==> src/rtl/pkt_chk_pkg.sv <==
// Package: shared class codes and the mark bundle for the packet checker.
// Assumes the codes double as bit indices of the sticky flag vector.
package pkt_chk_pkg;
    localparam int NUM_CLASS = 8;
    localparam int CODE_W    = 3;

    typedef enum logic [CODE_W-1:0] {
        V_INERR = 3'd0,
        V_SOP   = 3'd1,
        V_EOP   = 3'd2,
        V_SHORT = 3'd3,
        V_LONG  = 3'd4,
        V_CYCLE = 3'd5,
        V_GAP   = 3'd6,
        V_MISER = 3'd7
    } viol_e;

    typedef struct packed {
        logic sop;
        logic eop;
        logic valid;
        logic err;
    } marks_t;
endpackage

==> src/rtl/pkt_frame_tracker.sv <==
// Module: follows packet boundaries on the watched stream, keeps saturating
// byte, cycle and idle-gap counters, and raises the framing-derived events.
// Assumes MIN_GAP >= 1 and MIN_LEN <= MAX_LEN. Events are combinational.
module pkt_frame_tracker
    import pkt_chk_pkg::*;
#(
    parameter int MIN_LEN = 2,
    parameter int MAX_LEN = 64,
    parameter int MAX_CYC = 128,
    parameter int MIN_GAP = 1
) (
    input  logic   clk,
    input  logic   rst_n,
    input  marks_t mk,
    output logic   missing_eop,
    output logic   too_short,
    output logic   too_long,
    output logic   over_cycles,
    output logic   gap_short
);
    localparam int LEN_W = $clog2(MAX_LEN + 2);
    localparam int CYC_W = $clog2(MAX_CYC + 2);
    localparam int GAP_W = $clog2(MIN_GAP + 1);
    localparam logic [LEN_W-1:0] LEN_SAT = LEN_W'(MAX_LEN + 1);
    localparam logic [LEN_W-1:0] LEN_MIN = LEN_W'(MIN_LEN);
    localparam logic [LEN_W-1:0] LEN_MAX = LEN_W'(MAX_LEN);
    localparam logic [CYC_W-1:0] CYC_SAT = CYC_W'(MAX_CYC + 1);
    localparam logic [CYC_W-1:0] CYC_MAX = CYC_W'(MAX_CYC);
    localparam logic [GAP_W-1:0] GAP_LIM = GAP_W'(MIN_GAP);

    logic             open_q;
    logic [LEN_W-1:0] byte_q, len_now;
    logic [CYC_W-1:0] cyc_q, cyc_now;
    logic [GAP_W-1:0] gap_q;
    logic             vsop, veop, closes;

    // Purpose: qualify marks and form the running totals including this beat.
    always_comb begin
        vsop   = mk.sop & mk.valid;
        veop   = mk.eop & mk.valid;
        closes = veop & (open_q | vsop);
        if (vsop) begin
            len_now = LEN_W'(1);
            cyc_now = CYC_W'(1);
        end else begin
            len_now = (mk.valid && byte_q != LEN_SAT) ? byte_q + 1'b1 : byte_q;
            cyc_now = (cyc_q != CYC_SAT) ? cyc_q + 1'b1 : cyc_q;
        end
    end

    // Purpose: derive the framing, length, cycle and gap events.
    always_comb begin
        missing_eop = vsop & open_q;
        too_short   = closes & (len_now < LEN_MIN);
        too_long    = closes & (len_now > LEN_MAX);
        over_cycles = closes & (cyc_now > CYC_MAX);
        gap_short   = vsop & ~open_q & (gap_q < GAP_LIM);
    end

    // Purpose: hold the open state, the counters and the idle-gap count.
    always_ff @(posedge clk) begin
        if (!rst_n) begin
            open_q <= 1'b0;
            byte_q <= '0;
            cyc_q  <= '0;
            gap_q  <= GAP_LIM;
        end else begin
            if (closes) begin
                open_q <= 1'b0;
                gap_q  <= '0;
            end else begin
                if (vsop)
                    open_q <= 1'b1;
                if (!open_q && !vsop && gap_q < GAP_LIM)
                    gap_q <= gap_q + 1'b1;
            end
            if (vsop || open_q) begin
                byte_q <= len_now;
                cyc_q  <= cyc_now;
            end
        end
    end

    // a valid start that does not also end restarts both counts at one.
    a_r4_restart_on_sop: assert property (@(posedge clk) disable iff (!rst_n)
        (vsop && !veop) |=> (open_q && byte_q == LEN_W'(1) && cyc_q == CYC_W'(1)));

    // a closing end always leaves the stream closed with an empty gap count.
    a_r8_gap_cleared: assert property (@(posedge clk) disable iff (!rst_n)
        closes |=> (!open_q && gap_q == '0));
endmodule

==> config.mk <==
export PLATFORM = sky130hd
export DESIGN_NAME = pkt_frame_tracker
export DESIGN_NICKNAME = d
export VERILOG_FILES = /design/src/rtl/pkt_chk_pkg.sv /design/src/rtl/pkt_frame_tracker.sv
export SDC_FILE = /design/constraint.sdc
export NUM_CORES = 1
export LEC_CHECK = 0
export BUFFER_PORTS_ARGS = -buffer_cell sky130_fd_sc_hd__buf_2
export CAP_MARGIN = 0
export CORE_MARGIN = 4
export CORE_UTILIZATION = 55
export DETAILED_ROUTE_END_ITERATION = 10
export PLACE_DENSITY = 0.73
export SLEW_MARGIN = 15
export SYNTH_ARGS = -nofsm -noshare
export SYNTH_HDL_FRONTEND = slang
export SYNTH_SLANG_ARGS = --single-unit
==> constraint.sdc <==
create_clock -name clk -period 5.7 [get_ports clk]
set_input_delay 0.57 -clock clk [delete_from_list [all_inputs] [get_ports clk]]
set_output_delay 0.57 -clock clk [all_outputs]
set_load 0.01 [all_outputs]
== Word level (Yosys, flattened, before mapping) ==
Cells that the tools add are included.

* Add/subtract/negate cells: 3
* Multiply operators: 0
* Div/mod/pow operators: 0
* Magnitude comparators: 4
* Eq/ne operators: 2
* Shifts and indexed selects: 0
* Multiplexer cells: 6
* Bitwise gates (word level): 12
* Reduce and logical (&&, ||, !) cells: 8

{| class="wikitable"
|+ Operators with widths
! cell !! count
|-
| 8-bit two-way mux || 2
|-
| 7-bit two-way mux || 2
|-
| 1-bit AND || 9
|-
| 8-bit by 1-bit adder with 8-bit output, second input constant || 1
|-
| 8-bit greater-than comparator, second input constant || 1
|-
| 8-bit inequality test, second input constant || 1
|-
| 7-bit by 1-bit adder with 7-bit output, second input constant || 1
|-
| 7-bit greater-than comparator, second input constant || 1
|-
| 7-bit by 2-bit < comparator with 1-bit output, second input constant || 1
|-
| 7-bit inequality test, second input constant || 1
|-
| 1-bit logical AND || 3
|-
| 1-bit zero test || 2
|-
| 1-bit two-way mux || 2
|-
| 1-bit inverter || 2
|-
| 2-bit nonzero test || 1
|-
| 2-bit OR reduction || 1
|-
| 1-bit adder, second input constant || 1
|-
| 1-bit logical OR || 1
|-
| 1-bit < comparator, second input constant || 1
|-
| 1-bit bitwise OR || 1
|}

* Flip-flop bits (word level): 17
* Bits in latches: 0
* RAM bits: 0
* Memory bits (read-only): 0
* Input bits: 6
* Output and inout bits: 5
* Word-level logic and storage cells: 39
* Memories kept: 0

== Logic depth before layout (Yosys ltp) ==
Gate-level depths: netlist (run 1).

* Depth after elaboration: 6
* Depth in mapped cells: 7
* Gate-level depth less buffers: 7

== Worst setup path before layout (run 1) ==
No wires, ideal clock.

* Path type: reg2out
* From: register byte_q[2]
* To: output port too_short
* Data arrival time: 1.796 ns
* Required time: 5.130 ns
* Setup slack: 3.334 ns
* Cell stages (with the launch flop): 6
* Buffers on the path: 0
* Path through: dfxtp_1 -> or4_4 -> o21ai_4 -> o221ai_2 -> a2111o_1 -> nor3_2

* Longest elaborated chain between the ends: 6
* Elaborated cells between the ends (all ways): 7
* Classes of those cells: add/sub (1); order compare (1); eq/ne (1); mux (2); bitwise (1); reduce/logical (1)

{| class="wikitable"
|+ RTL lines
! element !! RTL line !! source
|-
| start: declaration || pkt_frame_tracker.sv:32 || <nowiki>logic [LEN_W-1:0] byte_q, len_now;</nowiki>
|-
| start signal: assignment || pkt_frame_tracker.sv:78 || <nowiki>byte_q <= len_now;</nowiki>
|-
| branches (longest 2 deep; another with 7-bit by 1-bit adder with 7-bit output) || -- ||
|-
| 7-bit two-way mux (*) || pkt_frame_tracker.sv:46 || <nowiki>len_now = (mk.valid && byte_q != LEN_SAT) ? byte_q + 1'b1 : byte_q;</nowiki>
|-
| 7-bit two-way mux (*) || pkt_frame_tracker.sv:42 || <nowiki>if (vsop) begin</nowiki>
|-
| 7-bit by 2-bit < comparator with 1-bit output (*) || pkt_frame_tracker.sv:54 || <nowiki>too_short = closes & (len_now < LEN_MIN);</nowiki>
|-
| 1-bit AND (*) || pkt_frame_tracker.sv:54 ||
|-
| end: declaration || pkt_frame_tracker.sv:16 || <nowiki>output logic too_short,</nowiki>
|}

Mark *: on every way between the ends.

== Worst setup path in the final report (run 1) ==
* From: register byte_q[3]
* To: output port too_long

* Longest elaborated chain between the ends: 6
* Elaborated cells between the ends (all ways): 7
* Classes of those cells: add/sub (1); order compare (1); eq/ne (1); mux (2); bitwise (1); reduce/logical (1)

{| class="wikitable"
|+ RTL lines
! element !! RTL line !! source
|-
| branches (longest 2 deep; another with 7-bit by 1-bit adder with 7-bit output) || -- ||
|-
| 7-bit two-way mux (*) || pkt_frame_tracker.sv:46 ||
|-
| 7-bit two-way mux (*) || pkt_frame_tracker.sv:42 ||
|-
| 7-bit greater-than comparator (*) || pkt_frame_tracker.sv:55 || <nowiki>too_long = closes & (len_now > LEN_MAX);</nowiki>
|-
| 1-bit AND (*) || pkt_frame_tracker.sv:55 ||
|-
| end: declaration || pkt_frame_tracker.sv:17 || <nowiki>output logic too_long,</nowiki>
|}

Marks and branches as above.

==> qor.log, run 1 <==
qor: final_layout.finalInstanceArea 0.00123 sq mm
qor: clocking.cts_max_level 1
qor: route.route.detailed.vias_per_inst 5.79
qor: pwr.vdd_drop_max 0.153 mV
qor: clocking.cts_buffers 3
qor: final_layout.layout.nets 164
qor: pwr.powerDensity 175 mW/mm^2
qor: job.timing.max_cap.violations 0
qor: die.chipHeight 53.9 microns
qor: clocking.tritoncts done
qor: placed_design.placed_cell_area 0.00120 sq mm
qor: global_routing.grt_usage 0.199
qor: clocking.worst_setup_hold_path_clk_slew 0.10 ns
qor: sta.worst_pin_slew 0.750 ns
qor: pwr.leakage 0.470 nW
qor: route.drt_pre_antenna_iters 4
qor: placed_design.place_hpwl 1730 microns
qor: pwr.p_total 0.216 mW
qor: die.std_cell_rows 16
qor: clocking.ctsLongestPathBuffers 2
qor: yosys.synth.top_cells.by_area sky130_fd_sc_hd__dfxtp_1 29%, sky130_fd_sc_hd__xor2_1 7.5%, sky130_fd_sc_hd__nand2_1 4.8%, sky130_fd_sc_hd__a21oi_1 4.3%, sky130_fd_sc_hd__ha_1 4.3%
qor: yosys.synth_top_area_frac 0.293
qor: route.detail-route-antenna-nets 0
qor: yosys.synth_top_cell_by_area sky130_fd_sc_hd__dfxtp_1
qor: die.fp.dieArea 0.00291 sq mm
qor: clocking.post_cts_resize_count 0
qor: placed_design.port_buffers 9
qor: sta.max_slew_margin 0.499
qor: die.core 0.00198 sq mm
qor: clocking.clock_insertion_delay_worst_skew 0.29 ns
qor: min_path.worst_hold_path_type reg2reg
qor: die.initial_utilization 0.586
qor: sta.timing.setup.tns 0 ns
qor: placed_design.setup_ws_pre_cts 3.12 ns
qor: die.io_pins 11
qor: min_path.hp-start gap_q
qor: yosys.syn-cell-area 0.00116 sq mm
qor: global_routing.vias_in_the_first_global_route 955
qor: final_layout.antenna_cells_inserted 0
qor: die.die_w 53.9 microns
qor: yosys.synthDistinctLibCells 45
qor: yosys.synth_seq_area_share 0.293
qor: min_path.holdPathStages 1
qor: clocking.clock-root-buffer sky130_fd_sc_hd__clkbuf_4
qor: clocking.cts_setup_buffers 0
qor: setup_path.launch_instance_of_the_worst_register_to_register_path cyc_q[0]
qor: route.drt_iter0_markers 29
qor: sta.min_period 2.88 ns
qor: global_routing.grt_pass1_wl 4260 microns
qor: route.vias 1,042
qor: sta.finalClockSkew 0.00134 ns
qor: final_layout.post_layout_nonfiller_instances 180
qor: yosys.post_synth.cell_area_avg 7.90 sq um
qor: setup_path.startpoint_type flip-flop
qor: sta.worst_slack 2.82 ns
qor: sta.count_of_endpoints_failing_hold_in_the_final_timing_report 0
qor: route.wirelength 2430 microns
qor: sta.timing.hold.ws 0.469 ns
qor: setup_path.setup.worst_path.start byte_q[3]
qor: final_layout.filler_cell_count 181
qor: setup_path.critical_path_required 5.13 ns
qor: final_layout.area_delta_synth_final 6.03%
qor: yosys.synth.net_count 157
qor: setup_path.path_type_of_the_worst_setup_path reg2out
qor: final_layout.share_of_post_route_cells_with_drive_strength_above_1 0.131
qor: sta.timing_max_transition_violations_final 0
qor: setup_path.kind_of_capture_point_of_the_worst_setup_path output port
qor: yosys.yosysWarnings 0
qor: clocking.postCtsHoldBufs 0
qor: final_layout.final_core_util 0.621
qor: global_routing.grt_max_degree 24
qor: yosys.postSynthRegisterBits 17
qor: sta.final_min_period_over_clock_period 0.505
qor: setup_path.worstPathArrival 2.31 ns
qor: yosys.post_synth_inst_count 147
qor: global_routing.overflow 0
qor: run_status.result_of_the_run complete, no violations
qor: route.wire_per_inst 13.5 microns
qor: placed_design.routabilityCongestion 0.874
qor: route.route.detailed.drc 0
qor: setup_path.worst-r2r-cell-count 6
qor: sta.fmax 347 MHz
qor: clocking.cts_sinks 17
qor: setup_path.cp_max_fo 8
qor: global_routing.grt_antenna_before_repair 0
qor: placed_design.dp.cells 176
qor: sta.final_setup_violation_count 0
qor: sta.rsz0062_at_grt false
layout make-up:
class                           instances  area, sq um  share of cell area
Multi-Input combinational cell        117          763               0.620
Sequential cell                        17          340               0.276
Timing Repair Buffer                    9         45.0              0.0366
Tap cell                               27         33.8              0.0274
Clock buffer                            4         26.3              0.0213
Inverter                                6         22.5              0.0183
sequential cells by signal, summed over array words and instances, names as in the netlist:
register / flops
gap_q: 1
open_q: 1
byte_q: 7
cyc_q: 8
report_power, final:
group	internal [mW]	switching, mW	leakage, nW
clock network	0.0272	0.0380	0.0150
logic	0.00981	0.0139	0.317
registers	0.121	0.00605	0.138
logic make-up after synthesis:
| group | count (synthesis) | synth area share |
|---|---|---|
| DFF | 17 | 0.293 |
| buffers and inverters | 13 | 0.0496 |
| xor gates and xnor gates | 11 | 0.0830 |
| adders and majority gates | 4 | 0.0431 |
| and+or+nand+nor | 62 | 0.289 |
| muxes | 3 | 0.0259 |
| AOI/OAI and AO/OA | 37 | 0.217 |
critical path, stage by stage (launching register included):
cell and delay (ns):
sky130_fd_sc_hd__dfxtp_1 0.39, sky130_fd_sc_hd__or4_4 0.59, sky130_fd_sc_hd__o21ai_4 0.20, sky130_fd_sc_hd__o221ai_2 0.10, sky130_fd_sc_hd__a2111o_1 0.39, sky130_fd_sc_hd__o21a_1 0.21
sky130_fd_sc_hd__buf_2 0.14
synthesized netlist by cell type, drive strengths merged:
cell type / count
a2111o: 1
a211o: 1
a21boi: 2
a21o: 1
a21oi: 10
a311oi: 2
a31oi: 2
and2: 1
and2b: 2
and3: 1
and4: 2
buf: 3
clkbuf: 4
dfxtp: 17
ha: 4
inv: 6
mux2i: 3
nand2: 15
nand2b: 1
nand3: 6
nand4: 7
nor2: 12
nor2b: 4
nor3: 5
nor3b: 1
nor4bb: 1
o211ai: 1
o21a: 4
o21ai: 9
o221ai: 1
o22ai: 2
o31ai: 1
or2: 1
or2b: 1
or3: 1
or4: 1
xnor2: 1
xor2: 10
routing by layer:
metal | vias up | track usage | share of wire
li1 | 539 | - | -
met1 | 481 | 0.277 | 0.51
met2 | 20 | 0.300 | 0.44
met3 | 2 | 0.0665 | 0.047
met4 | 0 | 0.0298 | 0.0041
met5 | - | 0 | 0
worst paths after layout:
kind              endpoint  slack, ns
hold / removal       gap_q       0.47
setup / recovery  too_long       2.82
setup reg to reg  cyc_q[0]       3.96
hold reg to reg      gap_q       0.47
cells in the final DEF (no fill, tap or decap), drive strengths merged:
cell type and count:
dfxtp 17, nand2 15, nor2 12, a21oi 10
xor2 10, buf 9, o21ai 9, nand4 7
inv 6, nand3 6, nor3 5, nor2b 4
o21a 4, ha 4, clkbuf 4, mux2i 3
o22ai 2, and2b 2, a31oi 2, a311oi 2
a21boi 2, and4 2, and3 1, or4 1
o31ai 1, or2b 1, o221ai 1, and2 1
a2111o 1, xnor2 1, a211o 1, nor4bb 1
or2 1, or3 1, a21o 1, nor3b 1
nand2b 1, o211ai 1
Power figures use the tool's default switching activity.
==> run 2, diff against run 1 <==
- ABC_AREA: default -> 1
- CORE_UTILIZATION: 55 -> 52
- PLACE_DENSITY: 0.73 -> 0.72
- clock period: 5.7 -> 2.4 ns (I/O delays scaled with it)
==> run 2 against run 1 <==
Worst hold slack worse by 0.27 ns; non-clock buffer count increased by 1; area after synthesis is 4.7% higher; design area increased by 5.3%; core utilization decreased by 3.5 points; clock-buffer cell count decreased by 1; clock power grew 150%; routed wire length grew 11%; critical endpoint is now too_short; largest power group unchanged; highest routed layer unchanged.
==> qor.log, run 2 <==
qor: run_status.result_of_the_run complete, no violations
qor: yosys.synth.net_count 197
qor: final_layout.layout_common_cells 52 x sky130_fd_sc_hd__nand2_1, 18 x sky130_fd_sc_hd__nor2_1, 18 x sky130_fd_sc_hd__nand3_1
qor: yosys.post_synth.cell_area_avg 6.50 sq um
qor: yosys.synth.cells.most_frequent 52 x sky130_fd_sc_hd__nand2_1, 18 x sky130_fd_sc_hd__nand3_1, 18 x sky130_fd_sc_hd__nor2_1, 17 x sky130_fd_sc_hd__dfxtp_1
qor: setup_path.kind_of_capture_point_of_the_worst_setup_path output port
qor: die.die_w 56.4 microns
qor: final_layout.share_of_post_route_cells_with_drive_strength_above_1 0.180
qor: die.fp.dieArea 0.00318 sq mm
qor: final_layout.antenna_cells_inserted 0
qor: sta.min_period 2.20 ns
qor: final_layout.final_core_util 0.586
qor: pwr.power_frac_clock 0.284
qor: sta.worst_pin_slew 0.433 ns
qor: setup_path.timing.critical_path.slowest_stage_cell sky130_fd_sc_hd__dfxtp_4
qor: yosys.yosysWarnings 0
qor: route.detail-route-antenna-nets 0
qor: final_layout.largest_registers cyc_q: 8 flops, byte_q: 7 flops
qor: global_routing.vias_in_the_first_global_route 1,034
qor: global_routing.overflow 0
qor: yosys.synth_seq_area_share 0.280
qor: pwr.netSwitchingFraction 0.319
qor: clocking.worst_setup_hold_path_clk_slew 0.11 ns
qor: placed_design.place_hpwl 1970 microns
qor: final_layout.layout.nets 205
qor: clocking.cts_buffers 3
qor: clocking.clock-root-buffer sky130_fd_sc_hd__clkbuf_4
qor: final_layout.largest_register_ffs 8
qor: route.vias 1,189
qor: final_layout.area_delta_synth_final 6.58%
qor: yosys.synthDistinctLibCells 27
qor: die.chipHeight 56.4 microns
qor: clocking.clock_insertion_delay_worst_skew 0.30 ns
qor: yosys.synth.top_cells.by_area sky130_fd_sc_hd__dfxtp_1 28%, sky130_fd_sc_hd__nand2_1 16%, sky130_fd_sc_hd__nand3_1 7.4%, sky130_fd_sc_hd__a21oi_1 6.2%, sky130_fd_sc_hd__nor2_1 5.6%
qor: placed_design.routabilityCongestion 0.859
qor: sta.count_of_endpoints_failing_hold_in_the_final_timing_report 0
qor: route.wire_per_inst 12.1 microns
qor: route.route.detailed.vias_per_inst 5.36
qor: pwr.power.combinational.fraction 0.173
qor: setup_path.path_type_of_the_worst_setup_path reg2out
qor: yosys.post_synth_inst_count 187
qor: clocking.cts_sinks 17
qor: yosys.synth-edff-count 0
qor: sta.final_min_period_over_clock_period 0.919
qor: yosys.synth_top_cell_by_area sky130_fd_sc_hd__dfxtp_1
qor: pwr.leakage 0.574 nW
qor: min_path.worst_hold_path_type in2reg
qor: sta.rsz0062_at_grt false
qor: pwr.powerDensity 440 mW/mm^2
qor: die.io_pins 11
qor: die.initial_utilization 0.550
qor: clocking.cts_max_level 1
qor: yosys.ys_dominant_reg_cell sky130_fd_sc_hd__dfxtp_1
qor: clocking.postCtsHoldBufs 0
qor: yosys.postSynthRegisterBits 17
qor: route.wirelength 2690 microns
qor: setup_path.ordered_list_of_cells_on_the_worst_path inv_1 -> ha_1 -> nand2_1 -> nand3b_4 -> nand2_4 -> nand2_1 -> nand2_1 -> nand2_1 -> nand2_1 -> nor2_1 -> nand2_1 -> nor2_2 -> buf_2
qor: yosys.synth_async_sr_flop_share 0
qor: route.drt_pre_antenna_iters 4
qor: setup_path.cp_common_cell sky130_fd_sc_hd__nand2_1
qor: placed_design.port_buffers 9
qor: clocking.ctsLongestPathBuffers 2
qor: clocking.tritoncts done
qor: route.drt_iter0_markers 58
qor: pwr.seq_power_share 0.543
qor: pwr.vdd_drop_max 0.435 mV
qor: sta.timing_max_transition_violations_final 0
qor: job.timing.max_cap.violations 0
qor: die.std_cell_rows 17
qor: sta.finalClockSkew 0.00363 ns
qor: sta.max_slew_margin 0.710
qor: setup_path.worstPathArrival 1.96 ns
qor: pwr.power.net_switching 0.182 mW
qor: final_layout.registers.top_by_ff_count cyc_q
qor: global_routing.grt_antenna_before_repair 0
qor: setup_path.cpPeakStageDelay 0.39 ns
qor: yosys.syn-cell-area 0.00122 sq mm
qor: setup_path.critical_path_required 2.16 ns
qor: setup_path.startpoint_type flip-flop
qor: pwr.p_int 0.388 mW
qor: global_routing.grt_max_degree 25
qor: yosys.synth_top_area_frac 0.280
qor: sta.final_setup_violation_count 0
qor: global_routing.grt_pass1_wl 4620 microns
qor: final_layout.mostFrequentLayoutCell sky130_fd_sc_hd__nand2_1
qor: sta.timing.setup.tns 0 ns
qor: yosys.cell_with_the_most_instances_after_synthesis sky130_fd_sc_hd__nand2_1
qor: die.core 0.00221 sq mm
qor: route.route.detailed.drc 0
qor: sta.fmax 454 MHz
qor: global_routing.grt_usage 0.179
qor: setup_path.cp_max_fo 6
[run 2: power groups by stage]
stage / Sequential, mW / Combinational [mW] / Clock, mW
final: 0.310 / 0.0988 / 0.162
after CTS: 0.310 / 0.0980 / 0.166
after floorplan: 0.307 / 0.0836 / 0
after global routing: 0.312 / 0.112 / 0.173
after detailed placement: 0.316 / 0.0966 / 0
after global placement: 0.316 / 0.0949 / 0
[run 2: metal layers]
metal / part of all wire / track usage / vias to the layer above
li1: - / - / 624
met2: 0.43 / 0.290 / 23
met5: 0 / 0 / -
met4: 0.0093 / 0.0203 / 0
met1: 0.51 / 0.245 / 538
met3: 0.053 / 0.0483 / 4
[run 2: final cells by class]
type / instances / area, sq um
clock inverters: 1 / 5.00
clock buffers: 3 / 22.5
repair buffers: 10 / 52.6
fillers: 224 / 916
well taps: 28 / 35.0
flip-flops and latches: 17 / 345
inverters: 18 / 67.6
multi-input cells: 145 / 768
[run 2: timing repair]
item | 4_1_cts | 5_1_grt
setup endpoints to repair | 0 | 2
resized for setup | 0 | 3
setup buffers | 0 | 0
[run 2: worst max-delay path, delay by kind of cell, from the launching register on]
family,cells,cell delay (ns)
AND/OR/NAND/NOR,10,0.91
flip-flops,1,0.39
buffers and inverters,2,0.19
adder cells (fa/ha/maj),1,0.18
[run 2: cell families (layout without fill, tap and decap cells)]
kind of cell / Yosys count / count (layout) / share of synthesized area
xor gates and xnor gates: 5 / 5 / 0.0360
DFF: 17 / 17 / 0.280
and+or+nand+nor: 113 / 113 / 0.448
AOI/OAI and AO/OA: 23 / 23 / 0.107
buffers and inverters: 25 / 32 / 0.0885
adders and majority gates: 4 / 4 / 0.0412
[run 2: path summary, 6_finish.rpt]
path	start	to	slack, ns	depth (start not counted)
max	byte_q[1]	too_short	0.20	13
min reg2reg	gap_q	gap_q	0.49	2
min	rst_n	gap_q	0.20	2
max reg2reg	cyc_q[0]	cyc_q[1]	0.89	8
[run 2: stage by stage]
stage / setup WS [ns] / power, mW / std cells / hold WS (ns) / cell area, sq um
2_1_floorplan: 0.775 / 0.391 / 187 / 0.325 / 1220
3_3_place_gp: 0.479 / 0.411 / 218 / 0.458 / 1260
3_5_place_dp: 0.434 / 0.413 / 218 / 0.466 / 1260
4_1_cts: 0.0883 / 0.574 / 222 / 0.188 / 1290
5_1_grt: 0.0285 / 0.597 / 222 / 0.193 / 1300
6_report: 0.195 / 0.570 / 222 / 0.197 / 1300
==> run 3, diff against run 2 <==
- CORE_UTILIZATION: 52 -> 50
- PLACE_DENSITY: 0.72 -> 0.67
- clock period: 2.4 -> 2.04 ns (I/O delays scaled with it)
==> run 3 against run 2 <==
Clock skew about the same; worst hold slack got worse by 0.034 ns; global-route usage about the same; cell count increased by 3.6%; setup slack got worse by 0.21 ns; die area increased by 3.4%; sequential share of layout area decreased by 1.7 points; the flow now finishes with violations (negative setup slack); flip-flop and latch count unchanged; design area increased by 10%; via count increased by 0.84%; combinational power increased by 31%; total power increased by 18%.
==> qor.log, run 3 (synthesis results as in run 2) <==
qor: final_layout.share_of_post_route_cells_with_drive_strength_above_1 0.272
qor: sta.count_of_endpoints_failing_hold_in_the_final_timing_report 0
qor: die.chipHeight 57.3 microns
qor: setup_path.setup.worst_path.start byte_q[1]
qor: sta.final_setup_violation_count 1
qor: pwr.power.net_switching 0.207 mW
qor: final_layout.layout_common_cells 50 x sky130_fd_sc_hd__nand2_1, 17 x sky130_fd_sc_hd__nand3_1, 15 x sky130_fd_sc_hd__a21oi_1
qor: pwr.leakage 0.609 nW
qor: setup_path.regToRegSetupSlack 0.62 ns
qor: sta.finalClockSkew 0.00369 ns
qor: pwr.seq_power_share 0.540
qor: die.initial_utilization 0.539
qor: setup_path.worst_r2r_end byte_q[6]
qor: sta.worst_slack -0.0149 ns
qor: pwr.power_frac_clock 0.268
qor: die.std_cell_rows 17
qor: final_layout.post_layout_nonfiller_instances 230
qor: pwr.netSwitchingFraction 0.307
qor: run_status.result_of_the_run complete, but fails checks
qor: sta.worst_pin_slew 0.445 ns
qor: placed_design.place_hpwl 1990 microns
qor: setup_path.path_type_of_the_worst_setup_path reg2out
qor: run_status.violations negative setup slack
qor: route.vias 1,199
qor: route.wirelength 2790 microns
qor: clocking.clock-root-buffer sky130_fd_sc_hd__clkbuf_4
qor: sta.max_slew_margin 0.703
qor: setup_path.launch_instance_of_the_worst_register_to_register_path byte_q[1]
qor: clocking.worst_setup_hold_path_clk_slew 0.10 ns
qor: route.route.detailed.vias_per_inst 5.21
qor: final_layout.registers.top_by_ff_count cyc_q
qor: placed_design.port_buffers 9
qor: pwr.powerDensity 473 mW/mm^2
qor: route.drt_pre_antenna_iters 4
qor: setup_path.worstPathArrival 1.85 ns
qor: min_path.worst_hold_path_type in2reg
qor: setup_path.cpLargestDelayFamily simple AND/OR/NAND/NOR gates
qor: placed_design.dp.cells 219
qor: route.wire_per_inst 12.1 microns
qor: setup_path.cp_common_cell sky130_fd_sc_hd__nor2_2
qor: pwr.p_int 0.467 mW
qor: pwr.vdd_drop_max 0.384 mV
qor: final_layout.layout.nets 213
qor: placed_design.setup_ws_pre_cts 0.149 ns
qor: final_layout.filler_cell_count 234
qor: global_routing.grt_antenna_before_repair 0
qor: route.route.detailed.drc 0
qor: global_routing.grt_usage 0.179
qor: sta.fmax 487 MHz
qor: setup_path.critical_path_required 1.84 ns
qor: placed_design.routabilityCongestion 0.874
qor: clocking.cts_max_level 1
qor: sta.rsz0062_at_grt true
qor: clocking.tritoncts done
qor: setup_path.cp_max_fo 3
qor: sta.final_min_period_over_clock_period 1.01
qor: route.drt_iter0_markers 53
qor: setup_path.worst-r2r-cell-count 8
qor: setup_path.cpPeakStageDelay 0.38 ns
qor: global_routing.grt_max_degree 25
qor: setup_path.startpoint_type flip-flop
qor: setup_path.wp_depth 11
qor: sta.min_period 2.05 ns
qor: clocking.cts_buffers 3
qor: global_routing.grt_pass1_wl 4780 microns
qor: clocking.cts_sinks 17
qor: clocking.postCtsHoldBufs 0
qor: die.fp.dieArea 0.00329 sq mm
qor: die.die_w 57.3 microns
qor: pwr.power.combinational.fraction 0.192
qor: final_layout.area_delta_synth_final 17.3%
qor: global_routing.vias_in_the_first_global_route 1,115
qor: final_layout.largest_registers cyc_q: 8 flops, byte_q: 7 flops
qor: setup_path.kind_of_capture_point_of_the_worst_setup_path output port
qor: setup_path.endpoint too_short
qor: setup_path.buf_inv_on_cp 3
qor: setup_path.ordered_list_of_cells_on_the_worst_path buf_6 -> ha_4 -> nand4_1 -> nor2_2 -> inv_2 -> nand3_1 -> nand2_1 -> nor2_2 -> nand2_1 -> nor2_2 -> buf_2
qor: setup_path.timing.critical_path.slowest_stage_cell sky130_fd_sc_hd__dfxtp_4
qor: job.timing.max_cap.violations 0
qor: die.core 0.00225 sq mm
qor: final_layout.antenna_cells_inserted 0
qor: final_layout.mostFrequentLayoutCell sky130_fd_sc_hd__nand2_1
qor: sta.timing.hold.ws 0.163 ns
qor: route.detail-route-antenna-nets 0
qor: sta.timing_max_transition_violations_final 0
qor: die.io_pins 11
qor: final_layout.largest_register_ffs 8
qor: global_routing.overflow 0
qor: clocking.clock_insertion_delay_worst_skew 0.29 ns
qor: clocking.ctsLongestPathBuffers 2
-- run 3: changes by cell type in the layout (fill, tap and decap cells not counted), sizes merged --
cell    delta
buf        +8
clkbuf     +1
clkinv     -1
-- run 3: layer usage --
| layer | part of all wire | wire length, microns | GRT usage |
|---|---|---|---|
| met1 | 0.50 | 1410 | 0.260 |
| met2 | 0.43 | 1200 | 0.272 |
| met3 | 0.056 | 155 | 0.0271 |
| met4 | 0.0086 | 24 | 0.0530 |
| met5 | 0 | 0 | 0 |
-- run 3: worst min-delay path by stage --
stage	startpoint	to	cells past startpoint	slack, ns
6_report	rst_n	gap_q	2	0.16
5_1_grt	rst_n	gap_q	2	0.16
4_1_cts	rst_n	gap_q	2	0.16
3_5_place_dp	rst_n	gap_q	2	0.46
3_3_place_gp	rst_n	gap_q	2	0.45
2_1_floorplan	rst_n	gap_q	1	0.29
-- run 3: final cells by class --
type	instances	area [sq um]	area share
tap	28	35.0	0.0246
timing repair buffer	18	116	0.0816
inverter	18	70.1	0.0491
sequential	17	355	0.249
clock buffer	4	26.3	0.0184
multi-input combinational	145	823	0.577
-- run 3: worst register-to-register path, delay by kind of cell, from the launching register on --
family | cells | cell delay [ns]
and+or+nand+nor | 3 | 0.41
DFF | 1 | 0.38
AOI/OAI and AO/OA | 2 | 0.26
buffers and inverters | 2 | 0.19
adders and majority gates | 1 | 0.12
-- run 3: metrics by stage --
step	instance area, sq um	power [mW]	TNS [ns]	util
after global placement	1270	0.486	0	0.564
after global routing	1430	0.721	-0.372	0.633
after detailed placement	1270	0.488	0	0.564
after CTS	1360	0.674	-0.0243	0.604
after floorplan	1220	0.460	0	-
final	1430	0.674	-0.0149	0.633
-- run 3: repair_timing --
item	in CTS	in global routing
pin swaps	4	6
resized for setup	14	10
buffers inserted	4	3
setup endpoints to repair	3	3
-- run 3: power groups by stage --
stage               registers (mW)  clock network [mW]  logic, mW
floorplan                    0.361                   0     0.0983
global placement             0.371                   0      0.115
detailed placement           0.371                   0      0.117
CTS                          0.364               0.186      0.125
global route                 0.367               0.210      0.145
finish                       0.364               0.181      0.129
